$ cat src/rtl/i2c_remap_pkg.sv
package i2c_remap_pkg;
    localparam int AW = 7;          // I2C address width
    localparam int DW = AW + 1;     // register and address byte width

    typedef logic [AW-1:0] addr7_t;

    typedef struct packed {
        addr7_t src_id;   // alias seen on the local bus
        addr7_t dst_id;   // real address on the remote bus
    } pair_t;

    typedef enum logic [1:0] {
        REG_CTRL = 2'd0,
        REG_DST  = 2'd1,
        REG_SRC  = 2'd2,
        REG_NONE = 2'd3
    } reg_sel_e;
endpackage

$ cat src/rtl/remap_bank.sv
module remap_bank
    import i2c_remap_pkg::*;
(
    input  logic   clk,
    input  logic   rst_n,
    input  logic   wr_dst,
    input  logic   wr_src,
    input  addr7_t wdata,
    output pair_t  pair
);
    pair_t pair_d, pair_q;

    always_comb begin
        pair_d = pair_q;
        if (wr_dst) pair_d.dst_id = wdata;
        if (wr_src) pair_d.src_id = wdata;
    end

    always_ff @(posedge clk) begin
        if (!rst_n) pair_q <= '0;
        else        pair_q <= pair_d;
    end

    assign pair = pair_q;
endmodule

$ cat src/rtl/remap_match.sv
module remap_match
    import i2c_remap_pkg::*;
#(
    parameter int NUM_PORTS = 2,
    localparam int PW = (NUM_PORTS > 1) ? $clog2(NUM_PORTS) : 1
) (
    input  pair_t         pairs [NUM_PORTS],
    input  logic [PW-1:0] port,
    input  addr7_t        addr,
    output logic          hit,
    output addr7_t        dst
);
    pair_t sel;

    always_comb begin
        sel = '0;
        for (int i = 0; i < NUM_PORTS; i++) begin
            if (port == PW'(i)) sel = pairs[i];
        end
        // an all-zero alias or target disables the entry
        hit = (sel.src_id != '0) && (sel.dst_id != '0) && (sel.src_id == addr);
        dst = sel.dst_id;
    end
endmodule

$ cat src/rtl/i2c_alias_remap.sv
module i2c_alias_remap
    import i2c_remap_pkg::*;
#(
    parameter int NUM_PORTS = 2,
    localparam int PW = (NUM_PORTS > 1) ? $clog2(NUM_PORTS) : 1
) (
    input  logic          clk,
    input  logic          rst_n,
    input  logic          reg_wr,
    input  logic [1:0]    reg_addr,
    input  logic [DW-1:0] reg_wdata,
    output logic [DW-1:0] reg_rdata,
    input  logic          req_valid,
    input  logic [DW-1:0] req_byte,
    input  logic [PW-1:0] req_port,
    output logic          fwd_valid,
    output logic [DW-1:0] fwd_byte,
    output logic [PW-1:0] fwd_port,
    output logic          nack
);
    typedef struct packed {
        logic [PW-1:0] psel;
        logic          fwd_valid;
        logic          nack;
        logic [DW-1:0] fwd_byte;
        logic [PW-1:0] fwd_port;
    } state_t;

    state_t   st_d, st_q;
    pair_t    pairs [NUM_PORTS];
    reg_sel_e rsel;
    logic     hit;
    addr7_t   hit_dst;
    pair_t    cur;

    assign rsel = reg_sel_e'(reg_addr);

    for (genvar g = 0; g < NUM_PORTS; g++) begin : g_bank
        remap_bank u_bank (
            .clk    (clk),
            .rst_n  (rst_n),
            .wr_dst (reg_wr && rsel == REG_DST && st_q.psel == PW'(g)),
            .wr_src (reg_wr && rsel == REG_SRC && st_q.psel == PW'(g)),
            .wdata  (reg_wdata[DW-1:1]),
            .pair   (pairs[g])
        );
    end

    remap_match #(.NUM_PORTS(NUM_PORTS)) u_match (
        .pairs (pairs),
        .port  (req_port),
        .addr  (req_byte[DW-1:1]),
        .hit   (hit),
        .dst   (hit_dst)
    );

    // pair shown through the register window
    always_comb begin
        cur = '0;
        for (int i = 0; i < NUM_PORTS; i++) begin
            if (st_q.psel == PW'(i)) cur = pairs[i];
        end
    end

    always_comb begin
        case (rsel)
            REG_CTRL: reg_rdata = DW'(st_q.psel);
            REG_DST:  reg_rdata = {cur.dst_id, 1'b0};
            REG_SRC:  reg_rdata = {cur.src_id, 1'b0};
            default:  reg_rdata = '0;
        endcase
    end

    always_comb begin
        st_d = st_q;
        if (reg_wr && rsel == REG_CTRL && 32'(reg_wdata[PW-1:0]) < NUM_PORTS)
            st_d.psel = reg_wdata[PW-1:0];
        st_d.fwd_valid = req_valid && hit;
        st_d.nack      = req_valid && !hit;
        if (req_valid) begin
            st_d.fwd_byte = {hit ? hit_dst : req_byte[DW-1:1], req_byte[0]};
            st_d.fwd_port = req_port;
        end
    end

    always_ff @(posedge clk) begin
        if (!rst_n) st_q <= '0;
        else        st_q <= st_d;
    end

    assign fwd_valid = st_q.fwd_valid;
    assign fwd_byte  = st_q.fwd_byte;
    assign fwd_port  = st_q.fwd_port;
    assign nack      = st_q.nack;
endmodule

$ cat config.mk
export PLATFORM = sky130hd
export DESIGN_NAME = i2c_alias_remap
export DESIGN_NICKNAME = d
export VERILOG_FILES = /design/src/rtl/i2c_remap_pkg.sv /design/src/rtl/remap_bank.sv /design/src/rtl/remap_match.sv /design/src/rtl/i2c_alias_remap.sv
export SDC_FILE = /design/constraint.sdc
export NUM_CORES = 1
export LEC_CHECK = 0
export ABC_AREA = 1
export CORE_MARGIN = 8
export CORE_UTILIZATION = 60
export CTS_CLUSTER_SIZE = 12
export DETAILED_ROUTE_END_ITERATION = 6
export DONT_BUFFER_PORTS = 1
export PLACE_DENSITY_LB_ADDON = 0.05
export SYNTH_ARGS = -nofsm -noshare
export SYNTH_HDL_FRONTEND = slang
export SYNTH_SLANG_ARGS = --single-unit
$ cat constraint.sdc
create_clock -name clk -period 1.9 [get_ports clk]
set_clock_uncertainty 0.15 [all_clocks]
set_input_delay 0.19 -clock clk [delete_from_list [all_inputs] [get_ports clk]]
set_output_delay 0.19 -clock clk [all_outputs]
set_load 0.05 [all_outputs]
# ---- After elaboration in Yosys (flattened, before gate mapping)
# Cells that the tools add are included.
dict set report totals {
  regBits 40
  out_inout_bits 19
  word_cells 32
}
dict set report op_classes {
  eq_ne 3
  muxes 4
  bitwise_logic 1
  reduce_logical 15
}
# operator count
set ops {}
lappend ops {{14-bit two-way mux} 2}
lappend ops {{8-bit one-hot mux with 3 select lines} 1}
lappend ops {{7-bit nonzero test} 2}
lappend ops {{1-bit logical AND} 11}
lappend ops {{7-bit == test} 1}
lappend ops {{7-bit two-way mux} 1}
lappend ops {{2-bit by 1-bit == test with 1-bit output (second input constant)} 1}
lappend ops {{2-bit == test (second input constant)} 1}
lappend ops {{2-bit zero test} 1}
lappend ops {{1-bit zero test} 1}
lappend ops {{1-bit inverter} 1}

# ---- Logic depth before layout (Yosys ltp)
dict set report logic_depth {
  ltp_word 6
  mapped_depth 13
  ltp_nobuf 13
}

# ---- Modules after synthesis
# From an unflattened synthesis, not the netlist that was laid out.
dict set report hier_totals {
  hier_cells 415
  hier_area_um2 2509.9
}
# mod n_inst cells_each area_each_um2 seq_area_each_um2
set modules_own_cells {}
lappend modules_own_cells {remap_bank 2 80 553.0 280.3}
lappend modules_own_cells {i2c_alias_remap 1 145 917.1 240.2}
lappend modules_own_cells {remap_match 1 110 486.7 0.0}

# ---- Least setup slack after synthesis
# No wires, ideal clock.
dict set report synth_path {
  kind {register -> output}
  start {reg st_q[11] in the netlist's numbering}
  end {out reg_rdata[1]}
  t_arrival_ps 2120
  required_ps 1560
  setup_slack_ps -560
  stages_incl_launch_ff 5
  n_path_buf 2
  cell_sequence {dfxtp_1 clkbuf_1 clkbuf_1 o21ai_0 o21ai_0}
}
dict set report synth_between {
  elab_chain_len 2
}
# item line_no
set synth_rtl {}
lappend synth_rtl {{start: declaration} i2c_alias_remap.sv:29} ;# state_t st_d, st_q;
lappend synth_rtl {{start signal: assignment} i2c_alias_remap.sv:88} ;# else st_q <= st_d;
lappend synth_rtl {{14-bit two-way mux} i2c_alias_remap.sv:61} ;# if (st_q.psel == PW'(i)) cur = pairs[i];
lappend synth_rtl {{8-bit one-hot mux with 3 select lines} i2c_alias_remap.sv:66} ;# case (rsel)
lappend synth_rtl {{end: declaration} i2c_alias_remap.sv:12} ;# output logic [DW-1:0] reg_rdata,
# No other way between the ends.

# ---- Worst setup path in the final report
# Same ends and word-level chain as after synthesis.

==> reports/summary.json <==
{
  "run_status": "finished clean",
  "maxSlewHeadroom_pct": 62.9,
  "grt_pass1_vias": 1997,
  "via_per_inst": 5.23,
  "async_flop_share_pct": 0,
  "holdCritPathClass": "input pin to register",
  "synthesis.instances": 335,
  "placed_cells_incl_taps": 377,
  "synth-adder-area-share_pct": 0,
  "die_h_um": 76.3,
  "filler_cell_count": 293,
  "worst-slew-pin-transition_ns": 0.557,
  "number_of_clock_sinks": 40,
  "p_leak_nw": 1.20,
  "clk-insertion-delay-late_ns": 0.36,
  "grt_max_degree": 42,
  "ctsHtreeMaxLevel": 2,
  "synth-compound-area-share_pct": 19.3,
  "power_density_nw_per_um2": 714,
  "tritoncts.num_buffers": 5,
  "grt_antenna_before_repair": 0,
  "area.growth.synth_to_final_pct": 22.9,
  "timing.final.crit_share_pct": 97.0,
  "required_ns": 1.56,
  "area_occupied_by_registers_um2": 805,
  "chipWidth_um": 76.3,
  "root_buffer": "sky130_fd_sc_hd__clkbuf_4",
  "core_region_area_um2": 3580,
  "fin_total_pwr_mw": 1.92,
  "design.final.nets": 383,
  "io_buffers": 0,
  "yosys.area_share.simple_pct": 30.8,
  "routed_wl_um": 5740,
  "setup_viol": 0,
  "final-instance-count-excl-fill": 409,
  "setup_repair_after_global_routing_missed_its_margin": "no",
  "first_pass_grt_wire_length_um": 9520,
  "xor_xnor_cell_area_share_of_the_yosys_netlist_pct": 0,
  "final.setup.tns_ns": 0,
  "tritoncts_clock_tree": "done",
  "layout-drive-gt1-share_pct": 12.7,
  "clock.fmax_ghz": 0.543,
  "max_cap_viol_count": 0,
  "crit_path_start_kind": "register",
  "antennaDiodeCount": 0,
  "synth-main-ff-cell": "sky130_fd_sc_hd__dfxtp_1",
  "track_usage_pct": 19.6,
  "footprint_of_the_multi_input_gates_um2": 1120,
  "total_gr_overflow": 0,
  "synth_top_cell_by_area": "sky130_fd_sc_hd__dfxtp_1",
  "wire_per_inst_um": 14.0,
  "synth.yosys.seq_area_share_pct": 36.7,
  "final.min_clock_period_ns": 1.84,
  "fin_worst_hold_slack_ns": 0.0535,
  "start_util_pct": 61.0,
  "syn-num-nets": 358,
  "timing.setup.critical_path_class": "register to primary output",
  "synth.cell_area_um2": 2180,
  "synth-edff-count": 0,
  "yosys-top-cells-count": "sky130_fd_sc_hd__nand2_1 (66), sky130_fd_sc_hd__o21ai_0 (50), sky130_fd_sc_hd__dfxtp_1 (40), sky130_fd_sc_hd__inv_1 (37)",
  "netlist-cell-type-count": 25,
  "critical_path_arrival_ns": 1.50,
  "num_io_pins": 42,
  "cts-root-to-sink-buffers": 2,
  "pins_over_their_slew_limit": 0,
  "area_share_of_the_leading_cell_type_in_the_synthesized_netlist_pct": 36.7,
  "synth_top_family_by_area": "simple AND/OR/NAND/NOR gates",
  "ys_warn_count": 0,
  "fp.dieArea_um2": 5820,
  "detailroute.via_count": 2141,
  "synth_most_common_cell": "sky130_fd_sc_hd__nand2_1",
  "worst_setup_path_end_kind": "primary output",
  "timing.final.hold_violations": 0,
  "drt_first_iter_violations": 104,
  "worst-path-max-fanout": 16,
  "routabilityCongestion": 0.865,
  "clk_pin_slew_ns": 0.13,
  "drt_first_pass_iters": 4,
  "drtAntennaViolNets": 0,
  "route.detailed.drc": 0,
  "synth-seq-cells": 40,
  "hpwlAfterDp_um": 4060,
  "muxShareOfSynthArea_pct": 0,
  "ir_drop_uv": 612,
  "avgSynthCellArea_um2": 6.51,
  "post_synth_main_area_contributors": "sky130_fd_sc_hd__dfxtp_1 (37%), sky130_fd_sc_hd__o21ai_0 (11%), sky130_fd_sc_hd__nand2_1 (11%), sky130_fd_sc_hd__a21oi_1 (7.6%), sky130_fd_sc_hd__inv_1 (6.4%)",
  "rows": 22
}
placed cells by master, fill, tap and decap left out, drive strengths merged, types with 3 or more instances in the layout:
cell type | netlist | final
nand4 | 7 | 7
clkbuf | 9 | 7
nand3b | 4 | 4
nor3 | 5 | 5
a21oi | 33 | 33
clkinv | 3 | 3
dfxtp | 40 | 40
buf | 13 | 19
inv | 38 | 37
o21ai | 50 | 50
nand2 | 69 | 69
dlygate4sd3 | 0 | 20
nand3 | 24 | 24
nor2 | 38 | 38
power by group:
group	total [mW]	switching, mW	internal, mW
combinational	0.354	0.216	0.138
clock	0.648	0.299	0.350
sequential	0.914	0.0429	0.871
total	1.92	0.558	1.36
sequential cells by signal, summed over array words and instances (netlist names):
register            cells
st_q                    1
g_bank.u_bank.pair     28
fwd_byte                8
fwd_valid               1
nack                    1
fwd_port                1
through the flow:
stage | setup WS [ns] | util, % | instance area (um^2)
after floorplan | -0.190 | - | 2210
after global placement | 0.183 | 65.1 | 2330
after detailed placement | 0.173 | 65.1 | 2330
after CTS | 0.0853 | 74.2 | 2660
after global routing | 0.00268 | 75.0 | 2680
final | 0.0569 | 75.0 | 2680
critical path: stages (launching register included):
cell                      delay [ns]
sky130_fd_sc_hd__dfxtp_4        0.39
sky130_fd_sc_hd__buf_6          0.16
sky130_fd_sc_hd__a21oi_1        0.13
sky130_fd_sc_hd__o21ai_0        0.13
sky130_fd_sc_hd__o21ai_1        0.12
sky130_fd_sc_hd__buf_4          0.22
path summary, 6_finish.rpt:
check	start	depth (start not counted)	endpoint	slack, ns
setup reg to reg	g_bank[1].u_bank.pair[4]	12	fwd_byte[4]	0.17
hold reg to reg	g_bank[1].u_bank.pair[0]	2	g_bank[1].u_bank.pair[0]	0.32
hold / removal	req_port	3	fwd_byte[3]	0.05
setup / recovery	st_q[11]	5	reg_rdata[1]	0.06
kinds of logic (layout without fill, tap and decap cells):
kind of cell | count (synthesis) | in the layout
DFF | 40 | 40
buffers and inverters | 63 | 89
AOI/OAI and AO/OA | 84 | 84
and+or+nand+nor | 148 | 148
what timing repair did:
| item | CTS | global route |
|---|---|---|
| hold endpoints to repair | 40 | 0 |
| setup endpoints to repair | 1 | 4 |
| buffers inserted | 0 | 2 |
| hold buffers | 22 | 0 |
| gates resized for setup | 1 | 4 |
metal layers:
metal,vias to the layer above,global-route usage [%],part of all wire (%)
li1,1143,-,-
met1,917,23.0,44
met2,72,32.9,47
met3,9,6.49,8.3
met4,0,5.77,1.4
met5,-,0,0
area by class of cell:
type | count | share of cell area, %
clock buffers | 7 | 2.43
clock inverters | 1 | 1.12
inverters | 41 | 5.88
multi-input cells | 232 | 41.7
flip-flops and latches | 40 | 30.0
well taps | 48 | 2.24
repair buffers | 40 | 16.7
Power figures use the tool's default switching activity.
